## config.mk

```make
export PLATFORM = sky130hd
export DESIGN_NAME = gpio_port
export DESIGN_NICKNAME = d
export VERILOG_FILES = /design/src/rtl/gpio_port_pkg.sv /design/src/rtl/gpio_bitreg.sv /design/src/rtl/gpio_sync.sv /design/src/rtl/gpio_pad_ctrl.sv /design/src/rtl/gpio_port.sv
export SDC_FILE = /design/constraint.sdc
export NUM_CORES = 1
export LEC_CHECK = 0
export ABC_CLOCK_PERIOD_IN_PS = 1300
export BUFFER_PORTS_ARGS = -buffer_cell sky130_fd_sc_hd__buf_2
export CORE_MARGIN = 3
export CORE_UTILIZATION = 47
export DETAILED_ROUTE_END_ITERATION = 16
export PLACE_DENSITY = 0.79
export SLEW_MARGIN = 20
export SYNTH_ARGS = -nofsm -noshare
export SYNTH_HDL_FRONTEND = slang
export SYNTH_SLANG_ARGS = --single-unit
```

## constraint.sdc

```tcl
create_clock -name clk -period 1.3 [get_ports clk]
set_clock_uncertainty 0.05 [all_clocks]
set_input_delay 0.195 -clock clk [delete_from_list [all_inputs] [get_ports clk]]
set_output_delay 0.195 -clock clk [all_outputs]
set_load 0.01 [all_outputs]
```

## src/rtl/gpio_port_pkg.sv

```systemverilog
package gpio_port_pkg;
  typedef enum logic [1:0] {
    RSEL_PINS = 2'd0,
    RSEL_DIR  = 2'd1,
    RSEL_DATA = 2'd2,
    RSEL_NONE = 2'd3
  } rsel_e;
endpackage

```

## src/rtl/gpio_bitreg.sv

```systemverilog
module gpio_bitreg #(
  parameter int W = 8,
  localparam int IW = $clog2(W)
) (
  input  logic          clk,
  input  logic          rst_n,
  input  logic          wr_en,
  input  logic [W-1:0]  wr_data,
  input  logic          tgl_en,
  input  logic [W-1:0]  tgl_mask,
  input  logic          bit_set,
  input  logic          bit_clr,
  input  logic [IW-1:0] bit_idx,
  output logic [W-1:0]  q
);
  logic [W-1:0] nxt;
  logic         upd;

  always_comb begin
    nxt = q;
    if (wr_en)   nxt = wr_data;
    if (tgl_en)  nxt = nxt ^ tgl_mask;
    if (bit_set) nxt[bit_idx] = 1'b1;
    if (bit_clr) nxt[bit_idx] = 1'b0;
  end

  assign upd = wr_en | tgl_en | bit_set | bit_clr;

  always_ff @(posedge clk or negedge rst_n) begin
    if (!rst_n)   q <= '0;
    else if (upd) q <= nxt;
  end

  assert_set_one_bit_R4: assert property (@(posedge clk) disable iff (!rst_n)
    (bit_set && !bit_clr && !wr_en && !tgl_en)
    |=> (q == ($past(q) | (W'(1) << $past(bit_idx)))));

  assert_clr_wins_R5: assert property (@(posedge clk) disable iff (!rst_n)
    (bit_set && bit_clr) |=> (q[$past(bit_idx)] == 1'b0));

  assert_toggle_mask_R3: assert property (@(posedge clk) disable iff (!rst_n)
    (tgl_en && !wr_en && !bit_set && !bit_clr) |=> (q == ($past(q) ^ $past(tgl_mask))));
endmodule

```

## src/rtl/gpio_sync.sv

```systemverilog
module gpio_sync #(
  parameter int W = 8
) (
  input  logic         clk,
  input  logic         rst_n,
  input  logic [W-1:0] din,
  output logic [W-1:0] dout
);
  logic [W-1:0] s1_q;
  logic [W-1:0] s2_q;
  logic [1:0]   warm_q;

  always_ff @(posedge clk or negedge rst_n) begin
    if (!rst_n) begin
      s1_q <= '0;
      s2_q <= '0;
    end else begin
      s1_q <= din;
      s2_q <= s1_q;
    end
  end

  always_ff @(posedge clk or negedge rst_n) begin
    if (!rst_n)              warm_q <= 2'd0;
    else if (warm_q != 2'd3) warm_q <= warm_q + 2'd1;
  end

  assign dout = s2_q;

  assert_two_edge_latency_R7: assert property (@(posedge clk) disable iff (!rst_n)
    (warm_q >= 2'd2) |-> (dout == $past(din, 2)));
endmodule

```

## src/rtl/gpio_pad_ctrl.sv

```systemverilog
module gpio_pad_ctrl #(
  parameter int W = 8
) (
  input  logic [W-1:0] dir,
  input  logic [W-1:0] data,
  input  logic         pud,
  input  logic [W-1:0] alt_en,
  input  logic [W-1:0] alt_oe,
  input  logic [W-1:0] alt_out,
  output logic [W-1:0] pad_oe,
  output logic [W-1:0] pad_out,
  output logic [W-1:0] pad_pu
);
  for (genvar n = 0; n < W; n++) begin : g_pin
    always_comb begin
      if (alt_en[n]) begin
        pad_oe[n]  = alt_oe[n];
        pad_out[n] = alt_out[n];
        pad_pu[n]  = 1'b0;
      end else begin
        pad_oe[n]  = dir[n];
        pad_out[n] = data[n];
        pad_pu[n]  = ~dir[n] & data[n] & ~pud;
      end
    end
  end
endmodule

```

## src/rtl/gpio_port.sv

```systemverilog
module gpio_port #(
  parameter int W = 8,
  localparam int IW = $clog2(W)
) (
  input  logic          clk,
  input  logic          rst_n,
  input  logic [1:0]    bus_addr,
  input  logic          bus_we,
  input  logic [W-1:0]  bus_wdata,
  output logic [W-1:0]  bus_rdata,
  input  logic          bit_set,
  input  logic          bit_clr,
  input  logic          bit_sel,
  input  logic [IW-1:0] bit_idx,
  input  logic          pud,
  input  logic [W-1:0]  alt_en,
  input  logic [W-1:0]  alt_oe,
  input  logic [W-1:0]  alt_out,
  input  logic [W-1:0]  pad_in,
  output logic [W-1:0]  pad_oe,
  output logic [W-1:0]  pad_out,
  output logic [W-1:0]  pad_pu
);
  import gpio_port_pkg::*;

  rsel_e        rsel;
  logic [W-1:0] dir_q;
  logic [W-1:0] data_q;
  logic [W-1:0] pins_q;
  logic         dir_wr;
  logic         data_wr;
  logic         pins_wr;

  assign rsel    = rsel_e'(bus_addr);
  assign dir_wr  = bus_we && (rsel == RSEL_DIR);
  assign data_wr = bus_we && (rsel == RSEL_DATA);
  assign pins_wr = bus_we && (rsel == RSEL_PINS);

  gpio_bitreg #(.W(W)) u_dir (
    .clk(clk), .rst_n(rst_n),
    .wr_en(dir_wr), .wr_data(bus_wdata),
    .tgl_en(1'b0), .tgl_mask('0),
    .bit_set(bit_set && !bit_sel), .bit_clr(bit_clr && !bit_sel),
    .bit_idx(bit_idx), .q(dir_q)
  );

  gpio_bitreg #(.W(W)) u_data (
    .clk(clk), .rst_n(rst_n),
    .wr_en(data_wr), .wr_data(bus_wdata),
    .tgl_en(pins_wr), .tgl_mask(bus_wdata),
    .bit_set(bit_set && bit_sel), .bit_clr(bit_clr && bit_sel),
    .bit_idx(bit_idx), .q(data_q)
  );

  gpio_sync #(.W(W)) u_sync (
    .clk(clk), .rst_n(rst_n), .din(pad_in), .dout(pins_q)
  );

  gpio_pad_ctrl #(.W(W)) u_pads (
    .dir(dir_q), .data(data_q), .pud(pud),
    .alt_en(alt_en), .alt_oe(alt_oe), .alt_out(alt_out),
    .pad_oe(pad_oe), .pad_out(pad_out), .pad_pu(pad_pu)
  );

  always_comb begin
    unique case (rsel)
      RSEL_PINS: bus_rdata = pins_q;
      RSEL_DIR:  bus_rdata = dir_q;
      RSEL_DATA: bus_rdata = data_q;
      default:   bus_rdata = '0;
    endcase
  end

  assert_pud_kills_pullups_R10: assert property (@(posedge clk) disable iff (!rst_n)
    pud |-> (pad_pu == '0));

  assert_alt_isolated_R8: assert property (@(posedge clk) disable iff (!rst_n)
    ((pad_oe & ~alt_en) == (dir_q & ~alt_en)) && ((pad_out & ~alt_en) == (data_q & ~alt_en)));

  assert_pullup_input_only_R9: assert property (@(posedge clk) disable iff (!rst_n)
    ((pad_pu & (dir_q | ~data_q | alt_en)) == '0));

  assert_unmapped_write_R2: assert property (@(posedge clk) disable iff (!rst_n)
    (bus_we && (rsel == RSEL_NONE) && !bit_set && !bit_clr)
    |=> ($stable(dir_q) && $stable(data_q)));
endmodule

```

==> metrics.txt <==
met2 Usage GRT 0.416; number of H-tree levels 2; Clock Tree Buf Depth 2; worst-path maximum fanout 4; first-pass GRT wire length 9.55 mm; post-synthesis sequential area ratio 0.415; Hold Fails Final Rpt 0; GRT busiest layer met2; CTS tree built; Worst Path Required 1.05 ns; slack of the critical path -0.0890 ns; synth top area cells dfrtp_1 (41%), mux2_2 (9.3%), a22oi_1 (6.6%); Hold Crit Class input pin to register; overall power 3.30 mW; Setup crit start kind register; worst skew pair latency 0.29 ns; synthesized flop and latch total 32; routed len/inst 16.9 microns; logic gate share of total power 0.334; P_leak 1.42 nW; Initial Util 0.508; Remaining Overflow, GRT 0; dominant cell type by area after synthesis dfrtp_1; Synthesis Warnings 0; failing checks setup timing; Via density 5.72; async set-reset flop share out of synthesis 1.00; CP endpoint kind output pin; post-layout min period 1.39 ns; CORE AREA 3800 sq um; # setup viols final 31; number of flops mapped to enable cells by yosys 0; Clock Sinks 32; die span in x 70.1 microns; Initial DRC Count 160; Antenna Nets Post-Route 0; final WL 6.01 mm; internal power 2.32 mW; nets 359; post-synth net total 242; Detailed Routing Iterations Pass 1 5; DRC 0; DR vias 2037; Max stage delay cell, worst path dfrtp_1; TNS Setup -1.61 ns; maxcap violations 0; ant diodes 0; GR Util All Layers 0.242; Top Ports 84; number of global-route vias before repair 2014; Arr. time, crit path 1.14 ns; HPWL after detailed placement 3.91 mm; crit path cell chain nor4b_2, buf_2; run status complete, but fails checks; Die H 70.1 microns; row count 22; Synth top area share 0.415; met1 Use GR 0.300; synthesized cell area 1930 sq um; final core occ 0.785; Worst Tran Pin Value 0.569 ns; ys flop type dfrtp_1; Yosys cell types 35; Root Buffer clkbuf_8; clock transition at the registers of the reported paths 0.08 ns; Final Non-Filler Cells 356; Die Footprint 4910 sq um; Synth-to-Final Area Change 54.4%; Pwr Density 1110 nW/um^2; P_sw 976 uW; Max rail drop VDD 0.000748 V; Worst path max stage delay 0.42 ns; pins over their slew limit 0; Tcrit/Tclk final 1.07; Reg power frac 0.375; gp weighted congestion 0.930; Num CTS Buffers 5; syn avg cell area 10.2 sq um; initial antenna violation count 0; Hold Slack 0.114 ns; I/O Buffers 83; Sw Ratio 0.296; Fmax 720 MHz; RSZ-0062 raised after global routing true; Syn Inst Count 190; Slew Limit Headroom 0.620; Clock Power Share 0.291; placed insts 322; GRT met3 Usage 0.0489; critical path class register to output pin; largest net degree at the start of global routing 18; layout cells sized above 1 0.526
==> path summary, 6_finish.rpt <==
path,to,depth (start not counted),slack [ns],startpoint
worst min-delay path,u_dir.q[3],3,0.11,bus_wdata[3]
max in group asynchronous,u_data.q[1],3,0.45,rst_n
worst min register to register,u_sync.dout[3],0,0.30,u_sync.s1_q[3]
worst max-delay path,pad_pu[1],2,-0.09,u_dir.q[1]
min in group asynchronous,u_data.q[4],2,0.31,rst_n
worst max register to register,u_data.q[6],4,0.11,u_data.q[6]
==> sequential cells by signal, indices dropped and copies added, names as in the netlist <==
| register | count |
|---|---|
| u_data.q | 8 |
| u_dir.q | 8 |
| u_sync.dout | 8 |
| u_sync.s1_q | 8 |
==> final cells by class <==
class | instances | area [sq um]
multi-input combinational | 146 | 1150
clock inverter | 3 | 42.5
sequential | 32 | 806
clock buffer | 5 | 68.8
tap | 48 | 60.1
fill | 247 | 817
timing repair buffer | 122 | 856
==> through the flow <==
stage / cell area (sq um) / setup WS, ns
floorplan: 1930 / 0.170
global route: 2980 / -0.130
global placement: 2440 / 0.0494
CTS: 2930 / -0.0837
detailed placement: 2440 / 0.0276
finish: 2980 / -0.0890
==> power by group through the flow <==
stage / sequential (mW) / combinational, mW / clock (mW)
floorplan: 1.21 / 0.451 / 0
global placement: 1.25 / 0.734 / 0
detailed placement: 1.25 / 0.751 / 0
CTS: 1.22 / 1.05 / 0.961
global route: 1.26 / 1.19 / 1.01
finish: 1.24 / 1.10 / 0.960
==> cells in the final DEF, fill, tap and decap left out, drive strengths merged, types with 8 or more instances in the layout <==
cell / Yosys / layout
o21ai: 19 / 19
nor4b: 8 / 8
nand2: 21 / 21
a22oi: 18 / 18
buf: 8 / 113
dfrtp: 32 / 32
dlygate4sd3: 0 / 9
mux2i: 8 / 8
mux2: 16 / 16
nor2: 11 / 11
==> cell usage after synthesis (all sizes together), types with 5 or more instances <==
library cell and count:
mux2 16, nand2 21, nand2b 5, nor2b 6
dfrtp 32, a32oi 5, nor2 11, buf 8
o21ai 19, mux2i 8, nor3b 5, nor4b 8
a22oi 18
==> what timing repair did <==
action / CTS / global route
endpoints found under the setup margin: 32 / 32
endpoints found under the hold margin: 24 / 0
buffers inserted: 15 / 2
pin swaps: 8 / 0
hold buffers: 9 / 0
gates resized for setup: 39 / 10
==> kinds of logic after synthesis <==
logic type	synth area share
AND/OR/NAND/NOR	0.226
AO/OA/AOI/OAI	0.180
flip-flops	0.415
multiplexers	0.135
buffers and inverters	0.0441
==> worst max-delay path, delay by kind of cell (launching register included) <==
kind | cells | cell delay, ns
and+or+nand+nor | 1 | 0.26
DFF | 1 | 0.42
buffers and inverters | 1 | 0.18
==> per-layer routing <==
layer / up-vias / part of all wire
met5: - / 0
met4: 0 / 0.017
met3: 10 / 0.086
met2: 118 / 0.50
met1: 966 / 0.39
li1: 943 / -
(Power assumes the default switching activity.)
